**src/rtl/gpx_pkg.sv**
```systemverilog
package gpx_pkg;

    localparam int ADDR_W      = 8;
    localparam int BYTE_W      = 8;
    localparam int GROUP_BYTES = 3;
    localparam int LANE_W      = 2;

    localparam logic [ADDR_W-1:0] A_IDENT  = 8'h00;
    localparam logic [ADDR_W-1:0] A_INPUT  = 8'h10;
    localparam logic [ADDR_W-1:0] A_SYSCTL = 8'h40;
    localparam logic [ADDR_W-1:0] A_DIR    = 8'h60;
    localparam logic [ADDR_W-1:0] A_PULL   = 8'h68;
    localparam logic [ADDR_W-1:0] A_SET    = 8'h6C;
    localparam logic [ADDR_W-1:0] A_CLR    = 8'h70;

    localparam logic [BYTE_W-1:0] IDENT_VALUE = 8'h7B;
    localparam logic [ADDR_W-1:0] GROUP_SPAN  = ADDR_W'(GROUP_BYTES);

    typedef enum logic [1:0] {
        ST_IDLE  = 2'd0,
        ST_OPEN  = 2'd1,
        ST_REPLY = 2'd2
    } gpx_state_e;

    // True when addr falls inside the three-byte group starting at base
    function automatic logic in_group(input logic [ADDR_W-1:0] addr,
                                      input logic [ADDR_W-1:0] base);
        logic [ADDR_W-1:0] d;
        d = addr - base;
        return (addr >= base) && (d < GROUP_SPAN);
    endfunction

    // Byte lane of addr inside the group starting at base
    function automatic logic [LANE_W-1:0] group_lane(input logic [ADDR_W-1:0] addr,
                                                     input logic [ADDR_W-1:0] base);
        logic [ADDR_W-1:0] d;
        d = addr - base;
        return d[LANE_W-1:0];
    endfunction

endpackage

```
**src/rtl/gpx_in_sync.sv**
```systemverilog
module gpx_in_sync #(
    parameter int WIDTH  = 12,
    parameter int STAGES = 2
) (
    input  logic             clk,
    input  logic             rst_n,
    input  logic [WIDTH-1:0] din,
    output logic [WIDTH-1:0] dout
);

    logic [WIDTH-1:0] stg [STAGES];

    always_ff @(posedge clk or negedge rst_n) begin
        if (!rst_n) stg[0] <= '0;
        else        stg[0] <= din;
    end

    for (genvar s = 1; s < STAGES; s++) begin : g_stage
        always_ff @(posedge clk or negedge rst_n) begin
            if (!rst_n) stg[s] <= '0;
            else        stg[s] <= stg[s-1];
        end
    end

    assign dout = stg[STAGES-1];

endmodule

```
**src/rtl/gpx_txn_fsm.sv**
```systemverilog
module gpx_txn_fsm
    import gpx_pkg::*;
(
    input  logic              clk,
    input  logic              rst_n,
    input  logic              txn_start,
    input  logic              txn_stop,
    input  logic              byte_wr,
    input  logic              byte_rd,
    input  logic [BYTE_W-1:0] byte_in,
    input  logic [BYTE_W-1:0] rd_byte,
    output logic [ADDR_W-1:0] cur_addr,
    output gpx_state_e        cur_state,
    output logic              wr_stb,
    output logic [BYTE_W-1:0] byte_out,
    output logic              byte_out_vld
);

    localparam logic [ADDR_W-1:0] ADDR_STEP = ADDR_W'(1);

    gpx_state_e state_q, state_d;
    logic       accept, rd_take;

    always_comb begin
        accept  = (state_q != ST_IDLE) && !txn_start && !txn_stop;
        rd_take = accept && byte_rd;
        wr_stb  = accept && byte_wr && !byte_rd;
    end

    always_comb begin
        state_d = state_q;
        unique case (state_q)
            ST_IDLE: begin
                if (txn_start) state_d = ST_OPEN;
            end
            ST_OPEN, ST_REPLY: begin
                if (txn_start)     state_d = ST_OPEN;
                else if (txn_stop) state_d = ST_IDLE;
                else if (byte_rd)  state_d = ST_REPLY;
                else               state_d = ST_OPEN;
            end
            default: state_d = ST_IDLE;
        endcase
    end

    // State register
    always_ff @(posedge clk or negedge rst_n) begin
        if (!rst_n) state_q <= ST_IDLE;
        else        state_q <= state_d;
    end

    // Output and address register
    always_ff @(posedge clk or negedge rst_n) begin
        if (!rst_n) begin
            cur_addr <= '0;
            byte_out <= '0;
        end else begin
            if (txn_start)             cur_addr <= byte_in[ADDR_W-1:0];
            else if (rd_take || wr_stb) cur_addr <= cur_addr + ADDR_STEP;
            if (rd_take)               byte_out <= rd_byte;
        end
    end

    assign cur_state    = state_q;
    assign byte_out_vld = (state_q == ST_REPLY);

endmodule

```
**src/rtl/gpx_regfile.sv**
```systemverilog
module gpx_regfile
    import gpx_pkg::*;
#(
    parameter int NPINS = 12
) (
    input  logic              clk,
    input  logic              rst_n,
    input  logic              wr_stb,
    input  logic [ADDR_W-1:0] wr_addr,
    input  logic [BYTE_W-1:0] wr_data,
    input  logic [ADDR_W-1:0] rd_addr,
    input  logic [NPINS-1:0]  pin_sync,
    output logic [BYTE_W-1:0] rd_byte,
    output logic [NPINS-1:0]  pin_out,
    output logic [NPINS-1:0]  pin_oe,
    output logic [NPINS-1:0]  pin_pu,
    output logic              gpio_en
);

    localparam int PORT_W = GROUP_BYTES * BYTE_W;
    typedef logic [PORT_W-1:0] port_t;
    typedef logic [NPINS-1:0]  pins_t;

    pins_t dir_q, pull_q, lat_q;
    pins_t dir_d, pull_d, lat_d;
    logic  en_q, en_d;

    port_t w_spread, m_dir, m_pull, m_set, m_clr;

    // Lane mask for one group, zero when the write misses it
    function automatic port_t lane_mask(input logic stb,
                                        input logic [ADDR_W-1:0] addr,
                                        input logic [ADDR_W-1:0] base);
        port_t m;
        m = '0;
        if (stb && in_group(addr, base))
            m = port_t'({BYTE_W{1'b1}}) << {group_lane(addr, base), 3'b000};
        return m;
    endfunction

    always_comb begin
        m_dir    = lane_mask(wr_stb, wr_addr, A_DIR);
        m_pull   = lane_mask(wr_stb, wr_addr, A_PULL);
        m_set    = lane_mask(wr_stb, wr_addr, A_SET);
        m_clr    = lane_mask(wr_stb, wr_addr, A_CLR);
        w_spread = '0;
        for (int b = 0; b < GROUP_BYTES; b++)
            w_spread[b*BYTE_W +: BYTE_W] = wr_data;

        dir_d  = pins_t'((port_t'(dir_q)  & ~m_dir)  | (w_spread & m_dir));
        pull_d = pins_t'((port_t'(pull_q) & ~m_pull) | (w_spread & m_pull));
        lat_d  = pins_t'((port_t'(lat_q) | (w_spread & m_set)) & ~(w_spread & m_clr));
        en_d   = (wr_stb && wr_addr == A_SYSCTL) ? wr_data[0] : en_q;
    end

    always_ff @(posedge clk or negedge rst_n) begin
        if (!rst_n) begin
            dir_q  <= '0;
            pull_q <= '0;
            lat_q  <= '0;
            en_q   <= 1'b0;
        end else begin
            dir_q  <= dir_d;
            pull_q <= pull_d;
            lat_q  <= lat_d;
            en_q   <= en_d;
        end
    end

    // Read path: pick a group, then shift out the addressed lane
    port_t             sel_val, state_w;
    logic [LANE_W-1:0] sel_lane;
    logic              sel_hit;

    always_comb begin
        state_w  = en_q ? port_t'(pin_sync) : '0;
        sel_val  = '0;
        sel_lane = '0;
        sel_hit  = 1'b0;
        if (in_group(rd_addr, A_INPUT)) begin
            sel_val = state_w; sel_lane = group_lane(rd_addr, A_INPUT); sel_hit = 1'b1;
        end else if (in_group(rd_addr, A_DIR)) begin
            sel_val = port_t'(dir_q); sel_lane = group_lane(rd_addr, A_DIR); sel_hit = 1'b1;
        end else if (in_group(rd_addr, A_PULL)) begin
            sel_val = port_t'(pull_q); sel_lane = group_lane(rd_addr, A_PULL); sel_hit = 1'b1;
        end

        if (rd_addr == A_IDENT)       rd_byte = IDENT_VALUE;
        else if (rd_addr == A_SYSCTL) rd_byte = {{(BYTE_W-1){1'b0}}, en_q};
        else if (sel_hit)             rd_byte = BYTE_W'(sel_val >> {sel_lane, 3'b000});
        else                          rd_byte = '0;
    end

    assign pin_out = lat_q;
    assign pin_oe  = dir_q & {NPINS{en_q}};
    assign pin_pu  = pull_q;
    assign gpio_en = en_q;

endmodule

```
**src/rtl/gpx_core.sv**
```systemverilog
module gpx_core
    import gpx_pkg::*;
#(
    parameter int NPINS       = 12,
    parameter int SYNC_STAGES = 2
) (
    input  logic              clk,
    input  logic              rst_n,
    input  logic              txn_start,
    input  logic              txn_stop,
    input  logic              byte_wr,
    input  logic              byte_rd,
    input  logic [BYTE_W-1:0] byte_in,
    output logic [BYTE_W-1:0] byte_out,
    output logic              byte_out_vld,
    input  logic [NPINS-1:0]  pin_in,
    output logic [NPINS-1:0]  pin_out,
    output logic [NPINS-1:0]  pin_oe,
    output logic [NPINS-1:0]  pin_pu
);

    logic [ADDR_W-1:0] cur_addr;
    gpx_state_e        cur_state;
    logic              wr_stb;
    logic [BYTE_W-1:0] rd_byte;
    logic [NPINS-1:0]  pin_sync;
    logic              gpio_en;

    gpx_in_sync #(.WIDTH(NPINS), .STAGES(SYNC_STAGES)) u_sync (
        .clk  (clk),
        .rst_n(rst_n),
        .din  (pin_in),
        .dout (pin_sync)
    );

    gpx_txn_fsm u_fsm (
        .clk         (clk),
        .rst_n       (rst_n),
        .txn_start   (txn_start),
        .txn_stop    (txn_stop),
        .byte_wr     (byte_wr),
        .byte_rd     (byte_rd),
        .byte_in     (byte_in),
        .rd_byte     (rd_byte),
        .cur_addr    (cur_addr),
        .cur_state   (cur_state),
        .wr_stb      (wr_stb),
        .byte_out    (byte_out),
        .byte_out_vld(byte_out_vld)
    );

    gpx_regfile #(.NPINS(NPINS)) u_regs (
        .clk     (clk),
        .rst_n   (rst_n),
        .wr_stb  (wr_stb),
        .wr_addr (cur_addr),
        .wr_data (byte_in),
        .rd_addr (cur_addr),
        .pin_sync(pin_sync),
        .rd_byte (rd_byte),
        .pin_out (pin_out),
        .pin_oe  (pin_oe),
        .pin_pu  (pin_pu),
        .gpio_en (gpio_en)
    );

endmodule

```
**config.mk**
```make
export PLATFORM = sky130hd
export DESIGN_NAME = gpx_core
export DESIGN_NICKNAME = d
export VERILOG_FILES = /design/src/rtl/gpx_pkg.sv /design/src/rtl/gpx_in_sync.sv /design/src/rtl/gpx_txn_fsm.sv /design/src/rtl/gpx_regfile.sv /design/src/rtl/gpx_core.sv
export SDC_FILE = /design/constraint.sdc
export NUM_CORES = 1
export LEC_CHECK = 0
export BUFFER_PORTS_ARGS = -buffer_cell sky130_fd_sc_hd__buf_2
export CAP_MARGIN = 20
export CORE_ASPECT_RATIO = 1.4
export CORE_MARGIN = 3
export CORE_UTILIZATION = 30
export CTS_BUF_LIST = sky130_fd_sc_hd__clkbuf_16
export DETAILED_ROUTE_END_ITERATION = 10
export PLACE_DENSITY = 0.47
export SETUP_SLACK_MARGIN = 0.4
export SYNTH_ARGS = -nofsm -noshare
export SYNTH_HDL_FRONTEND = slang
export SYNTH_SLANG_ARGS = --single-unit
```
**constraint.sdc**
```tcl
create_clock -name clk -period 5.3 [get_ports clk]
set_input_delay 0 -clock clk [delete_from_list [all_inputs] [get_ports clk]]
set_output_delay 0 -clock clk [all_outputs]
set_load 0.05 [all_outputs]
```
### Word level (Yosys, flattened, before mapping)

Cells that the tools add are included.

| word-level totals | value |
|---|---|
| memory bits (read-only) | 0 |
| memories | 0 |
| memory bits (writable) | 0 |
| output and inout bits | 45 |
| latch bits | 0 |
| flip-flop bits (word level) | 79 |
| input port bits | 26 |
| logic and storage cells | 96 |

| cells by class | value |
|---|---|
| magnitude comparators | 10 |
| add/subtract/negate cells | 6 |
| reduce and logical (&&, ||, !) cells | 24 |
| equal/unequal tests | 4 |
| muxes and demuxes | 24 |
| bitwise gates (word level) | 14 |
| divide/modulo/power cells | 0 |
| shift operators | 5 |
| $mul | 0 |

Operators with widths:

| cell | count |
|---|---|
| $and A12 B12 Y12 | 8 |
| $mux W12 | 6 |
| $mux W24 | 2 |
| $shl A8 B5 Y12 const A | 4 |
| $lt A8 B2 Y1 const B | 5 |
| $mux W8 | 5 |
| $not A12 Y12 | 3 |
| $or A12 B12 Y12 | 3 |
| $ge A8 B7 Y1 const B | 4 |
| $sub A8 B7 Y8 const B | 4 |
| $shr A24 B5 Y8 | 1 |
| $logic_and A1 B1 Y1 | 15 |
| $mux W2 | 7 |
| $add A8 B1 Y8 const B | 1 |
| $eq A8 B7 Y1 const B | 1 |
| $ge A8 B5 Y1 const B | 1 |
| $logic_not A8 Y1 | 1 |
| $sub A8 B5 Y8 const B | 1 |
| $pmux W2 S2 | 1 |
| $reduce_bool A2 Y1 | 2 |
| $logic_not A1 Y1 | 3 |
| $mux W1 | 3 |
| $eq A2 B1 Y1 const B | 1 |
| $eq A2 B2 Y1 const B | 1 |
| other kinds (4) | 4 |

### Longest topological paths before layout

Gate-level depths: netlist of the first run.

| logic depth | value |
|---|---|
| word-level depth | 10 |
| gate-level depth with buffers | 9 |
| depth with buffers taken out | 7 |

### Hierarchy

Synthesis of the first run repeated with hierarchy kept, for this count alone.

| unflattened totals | value |
|---|---|
| cells, all modules | 353 |
| area total of the unflattened synthesis | 3958.8 um^2 |

By module, submodules not included:

| module | times used | area an instance (um^2) | seq. area each (um^2) | cells each |
|---|---|---|---|---|
| gpx_regfile | 1 | 2289.7 | 925.9 | 224 |
| gpx_txn_fsm | 1 | 978.4 | 450.4 | 93 |
| gpx_in_sync | 1 | 690.7 | 600.6 | 36 |

### Worst setup path before layout of the first run

No wires, ideal clock.

| path | value |
|---|---|
| path type | register to register |
| start point | register u_fsm.cur_addr[3] |
| end point | register with a tool-made name |
| slack | 3066 ps |
| required time | 5175 ps |
| stages on the path, launching flop included | 10 |
| buffers on the path | 2 |
| library setup time | 125 ps |
| data arrival time | 2109 ps |
| clock period less this slack | 2234 ps |
| path through | dfrtp_1 > clkbuf_2 > inv_1 > ha_1 > and3b_1 > a32oi_2 > nor4_4 > and3_1 > buf_6 > mux2_2 |

RTL lines:

| element | RTL line | text |
|---|---|---|
| from (decl) | gpx_txn_fsm.sv:12 | `output logic [ADDR_W-1:0] cur_addr,` |
| from (signal assigned) | gpx_txn_fsm.sv:58 | `if (txn_start) cur_addr <= byte_in[ADDR_W-1:0];` |
| from (signal assigned) | gpx_txn_fsm.sv:59 | `else if (rd_take \|\| wr_stb) cur_addr <= cur_addr + ADDR_STEP;` |

==> results.toml, run 1 <==
[logic_synthesis]
syn_inst = 313
synth_largest_area_cell = "dfrtp_1"
yosysUniqueCellTypes = 47
syn_area_um2 = 3680
ys_ff_latch = 79
yosys_warnings = 0
ys_seq_area_share_pct = 53.7
ys.flop_type = "dfrtp_1"
yosysMostFrequentCell = "dfrtp_1"
synth_top_area_share_pct = 53.7
syn_avg_cell_area_um2 = 11.8
synthArstFlopShare_pct = 100
synthTopCellsByArea = "dfrtp_1 54%, mux2_2 8.9%, a21oi_1 4.4%, ha_1 4.1%, and2_1 2.9%"
synth-edff-count = 0
yosys-top-cells-count = "79 x dfrtp_1, 32 x a21oi_1, 29 x mux2_2"
synth_fp_nets = 351

[power]
p_leak_nw = 2.23
power_mw = 1.67
vdd_drop_max_mv = 0.242
p_per_area_nw_per_um2 = 359

[global_route]
grt_max_degree = 80
grt_first_pass_wirelength_um = 15200
grt_usage_pct = 14.8
grt_pass1_vias = 2795
antenna_found_initial = 0
grt-ovfl-total = 0

[timing]
final.setup.tns_ns = 0
maxSlewViolCount = 0
final.setup_skew_ns = 0.00549
max_freq_mhz = 338
period_needed_ns = 2.96
final-setup-viol-count = 0
final.period_utilization_pct = 55.9
slew_headroom_pct = 46.0
grt_setup_unrepaired = "false"
tightest_slew_ns = 0.803
hold_violations = 0

[hold_path]
whs_endpoint = "u_fsm.byte_out[0]"
holdPathStages = 4
hold_class = "input pin to flip-flop"
worstHoldStart = "byte_rd"

[run]
max_cap_violations = 0

[layout]
syn2layout_area_growth_pct = 26.7
drive_gt1_share_pct = 31.6
nNetsFinal = 435
finalInstanceArea_um2 = 4660
nFillCells = 1170
diodes = 0
stdcell_count = 549

[setup_path]
cp.arrival_ns = 3.19
cp_slowest_stage_delay_ns = 0.62
worstReg2RegStart = "u_fsm.cur_addr[0]"
cp_top_family = "simple AND/OR/NAND/NOR gates"
crit_buf_inv = 0
criticalPathCategory = "flip-flop to flip-flop"
crit_path_cell_trace = "ha_1 > nor4b_2 > o2111a_1 > and3_1 > mux2_2"
ff2ff_setup_slack_ns = 2.34
end_kind = "flip-flop"
crit_fanout = 14
crit_required_ns = 5.52
critPathLaunchType = "flip-flop"
crit_path_top_delay_cell = "dfrtp_1"
r2r_cells = 5

[clock_tree]
cts.sinks = 79
cts_buffers = 9
cts_tree = "done"
clk_latency_ns = 0.34
cts_buffer_depth = 2
hold_buffers = 21
path_clk_slew_ns = 0.07
ctsResizeCount = 0
h-tree-depth = 3
cts-root-buf = "clkbuf_16"
post-cts-setup-buffers = 0

[floorplanning]
start_util_pct = 31.0
rows = 47
fp.dieH_um = 137
die_area_um2 = 13600
die_x_um = 99.6
core_um2 = 11900
num_io_pins = 71

[run_status]
status = "finished clean"

[route]
avgRoutedWirePerCell_um = 17.6
drc = 0
vias_per_cell = 4.94
antenna_left = 0
wl_um = 9670
first_pass_iters = 4
vias = 2713
first_iter_violations = 122

[placed_design]
placed_area_um2 = 4120
place.gp.congestion = 0.925
port_buffers = 70
place.detailed.hpwl_um = 7130
place_inst = 511
[cells by family (layout without fill, tap and decap cells)]
group	Yosys count	count (layout)	share of synthesized area (%)
buffers and inverters	32	121	4.01
AO/OA/AOI/OAI	67	67	12.1
XOR/XNOR	9	9	2.35
multiplexers	34	34	11.6
flip-flops	79	79	53.7
AND/OR/NAND/NOR	80	80	12.1
adder cells (fa/ha/maj)	12	12	4.08
[how the worst max path moves through the flow]
stage | startpoint | endpoint | slack [ns] | depth (start not counted)
floorplan | u_fsm.cur_addr[3] | flip-flop | 3.07 | 9
global placement | u_fsm.cur_addr[0] | flip-flop | 2.43 | 5
detailed placement | u_fsm.cur_addr[0] | flip-flop | 2.30 | 5
CTS | u_fsm.cur_addr[0] | flip-flop | 2.28 | 5
global route | u_fsm.cur_addr[0] | flip-flop | 2.09 | 5
finish | u_fsm.cur_addr[0] | flip-flop | 2.34 | 5
[metrics by stage]
stage                     hold WS, ns  setup WS [ns]  utilization, %
after global routing           0.0444           2.09            39.2
after global placement          0.108           2.43            34.7
after detailed placement        0.109           2.30            34.7
after CTS                      0.0213           2.28            39.0
after floorplan                -0.296           3.07               -
final                          0.0290           2.34            39.2
[metal layers]
metal / routed length, µm / vias up / global-route usage (%)
li1: - / 1271 / -
met1: 3720 / 1367 / 17.0
met2: 5370 / 63 / 27.0
met3: 402 / 12 / 2.60
met4: 174 / 0 / 5.77
met5: 0 / - / 0
[power breakdown]
| part | leakage, nW | internal, mW | switching, mW |
|---|---|---|---|
| sequential | 1.02 | 0.652 | 0.0503 |
| combinational | 1.08 | 0.112 | 0.229 |
| clock | 0.139 | 0.370 | 0.260 |
[worst register-to-register path, cell delays in order (launching register included)]
cell and delay, ns:
dfrtp_1 0.62, ha_1 0.44, nor4b_2 0.34, o2111a_1 0.59, and3_1 0.47, mux2_2 0.39
[cell type report]
cell class	instances	area [µm²]	area share, %
well taps	147	184	3.95
multi-input cells	202	1550	33.3
clock inverters	7	78.8	1.69
clock buffers	9	225	4.83
flip-flops and latches	79	1980	42.4
repair buffers	93	598	12.8
inverters	12	45.0	0.966
[layout by cell type (no fill, tap or decap), types with 10 or more instances in the layout]
| cell type | count |
|---|---|
| a21oi_1 | 32 |
| and2_1 | 17 |
| buf_2 | 69 |
| dfrtp_1 | 79 |
| dlygate4sd3_1 | 21 |
| ha_1 | 12 |
| inv_1 | 12 |
| mux2_2 | 29 |
| nand2_1 | 17 |
| nor2_1 | 14 |
| o21ai_0 | 10 |
(Power assumes the default switching activity.)
==> run 2: changes to the inputs <==
ABC_AREA = 1   (was default)
PLACE_DENSITY = 0.46   (was 0.47)
clock period = 2.8 ns   (was 5.3 ns; I/O delays follow)
==> results.toml, run 2 <==
[global_route]
antenna_found_initial = 0
grt-ovfl-total = 0
grt_pass1_vias = 3531
grt_first_pass_wirelength_um = 18700
grt_max_degree = 80
grt_usage_pct = 16.7

[power]
p_int_mw = 2.24
vdd_drop_max_mv = 0.356
p_leak_nw = 2.61
swShare_pct = 36.3
comb_power_share_pct = 27.2
p_per_area_nw_per_um2 = 710
pwr-share-clk_pct = 34.2
pwr-share-seq_pct = 38.6
switchingPower_mw = 1.28

[floorplanning]
die_area_um2 = 14600
core_um2 = 12900
start_util_pct = 30.7
fp.dieH_um = 142
num_io_pins = 71
rows = 49
die_x_um = 103

[timing]
final.period_utilization_pct = 80.3
final.setup.tns_ns = 0
maxSlewViolCount = 0
slew_headroom_pct = 57.5
hold_violations = 0
max_freq_mhz = 445
final.setup_skew_ns = 0.00725
final-setup-viol-count = 0
tightest_slew_ns = 0.637
grt_setup_unrepaired = "true"
period_needed_ns = 2.25

[route]
wl_um = 11600
antenna_left = 0
first_pass_iters = 4
vias = 3437
first_iter_violations = 226
drc = 0
avgRoutedWirePerCell_um = 16.4
vias_per_cell = 4.85

[logic_synthesis]
syn_avg_cell_area_um2 = 8.58
ys.flop_type = "dfrtp_1"
ys_ff_latch = 79
yosys-top-cells-count = "109 x nand2_1, 79 x dfrtp_1, 51 x inv_1"
synth_largest_area_cell = "dfrtp_1"
yosys_warnings = 0
synth_top_area_share_pct = 50.0
yosysMostFrequentCell = "nand2_1"
syn_inst = 461
synth-edff-count = 0
synth_fp_nets = 499
yosysUniqueCellTypes = 35
synthTopCellsByArea = "dfrtp_1 50%, nand2_1 10%, inv_1 4.8%, nand3_1 4.6%, o21ai_0 4.3%"
syn_area_um2 = 3960
synthArstFlopShare_pct = 100
ys_seq_area_share_pct = 50.0

[layout]
final_cell_mix = "107 x nand2_1, 75 x dfrtp_1, 69 x buf_2"
layout.cells.most_common = "nand2_1"
diodes = 0
syn2layout_area_growth_pct = 25.5
nFillCells = 1362
nNetsFinal = 588
finish.utilization_pct = 38.6
drive_gt1_share_pct = 24.3

[hold_path]
hold_class = "input pin to flip-flop"
worstHoldStart = "byte_in[4]"
holdPathStages = 3
whs_endpoint = "u_fsm.cur_addr[4]"

[run_status]
status = "finished clean"

[setup_path]
critPathLaunchType = "flip-flop"
worstReg2RegStart = "u_fsm.cur_addr[4]"
crit_required_ns = 3.02
ff2ff_setup_slack_ns = 0.55
end_kind = "flip-flop"
crit_fanout = 16
cp.arrival_ns = 2.47
r2r_cells = 13
criticalPathCategory = "flip-flop to flip-flop"

[placed_design]
place.gp.congestion = 0.936
place.detailed.hpwl_um = 8670
port_buffers = 70

[clock_tree]
cts_buffer_depth = 2
cts_tree = "done"
path_clk_slew_ns = 0.07
cts.sinks = 79
cts-root-buf = "clkbuf_16"
cts_buffers = 9
h-tree-depth = 3
clk_latency_ns = 0.34

[run]
max_cap_violations = 0
[run 2: power groups by stage]
stage	clock, mW	sequential, mW	combinational, mW
after global routing	1.29	1.38	1.06
after global placement	0	1.38	0.910
after floorplan	0	1.51	0.524
after CTS	1.24	1.36	0.934
final	1.21	1.36	0.959
after detailed placement	0	1.38	0.917
[run 2: worst max-delay path by stage]
stage                      start                end  cells past startpoint
2_1_floorplan  u_fsm.cur_addr[3]          flip-flop                     13
3_3_place_gp   u_fsm.cur_addr[4]          flip-flop                     13
3_5_place_dp   u_fsm.cur_addr[5]  u_fsm.byte_out[1]                     13
4_1_cts        u_fsm.cur_addr[4]          flip-flop                     13
5_1_grt        u_fsm.cur_addr[3]  u_fsm.byte_out[3]                     15
6_report       u_fsm.cur_addr[4]          flip-flop                     13
[run 2: critical path, stage by stage, from the launching register on]
cell     delay, ns
dfrtp_2       0.47
inv_2         0.10
ha_1          0.22
inv_1         0.09
nand2_1       0.06
nand2_1       0.08
nand2_1       0.09
nor3_2        0.20
nand3_2       0.10
nor4_4        0.22
nand3_2       0.10
buf_4         0.22
nand2_1       0.10
o21ai_2       0.06
[run 2: kinds of logic after synthesis]
family	share of synthesized area (%)
simple gates	24.8
compound gates	13.7
flops	50.0
buf+inv	7.30
fa+ha+maj	3.79
xor+xnor	0.443
[run 2: metal layers]
metal	part of all wire (%)	global-route usage, %	up-vias	wire length, µm
met3	3.9	3.44	19	456
met4	2.7	7.44	0	315
met2	50	26.4	79	5740
met1	44	22.1	1645	5080
li1	-	-	1694	-
met5	0	0	-	0
[run 2: what timing repair did]
item                                   in CTS  in global routing
endpoints found under the hold margin      92                  0
hold buffers                               14                  0
gates resized for setup                     1                  9
setup endpoints to repair                   1                 39
setup buffers                               0                  2
[run 2: area by class of cell]
cell class,count,area (µm²),share of cell area [%]
inverters,60,230,4.64
multi-input cells,311,1710,34.4
well taps,153,191,3.85
clock inverters,7,80.1,1.61
repair buffers,89,551,11.1
flip-flops and latches,79,1980,39.9
clock buffers,9,225,4.54
[run 2: metrics by stage]
step / instances / area [µm²] / power [mW] / worst slack [ns] / hold slack [ns]
CTS: 705 / 4900 / 3.53 / 0.440 / 0.0187
floorplan: 461 / 3960 / 2.04 / 0.791 / -0.296
global route: 708 / 4970 / 3.72 / 0.332 / 0.0551
detailed placement: 675 / 4450 / 2.29 / 0.436 / 0.109
finish: 708 / 4970 / 3.53 / 0.552 / 0.0262
global placement: 675 / 4450 / 2.29 / 0.469 / 0.108
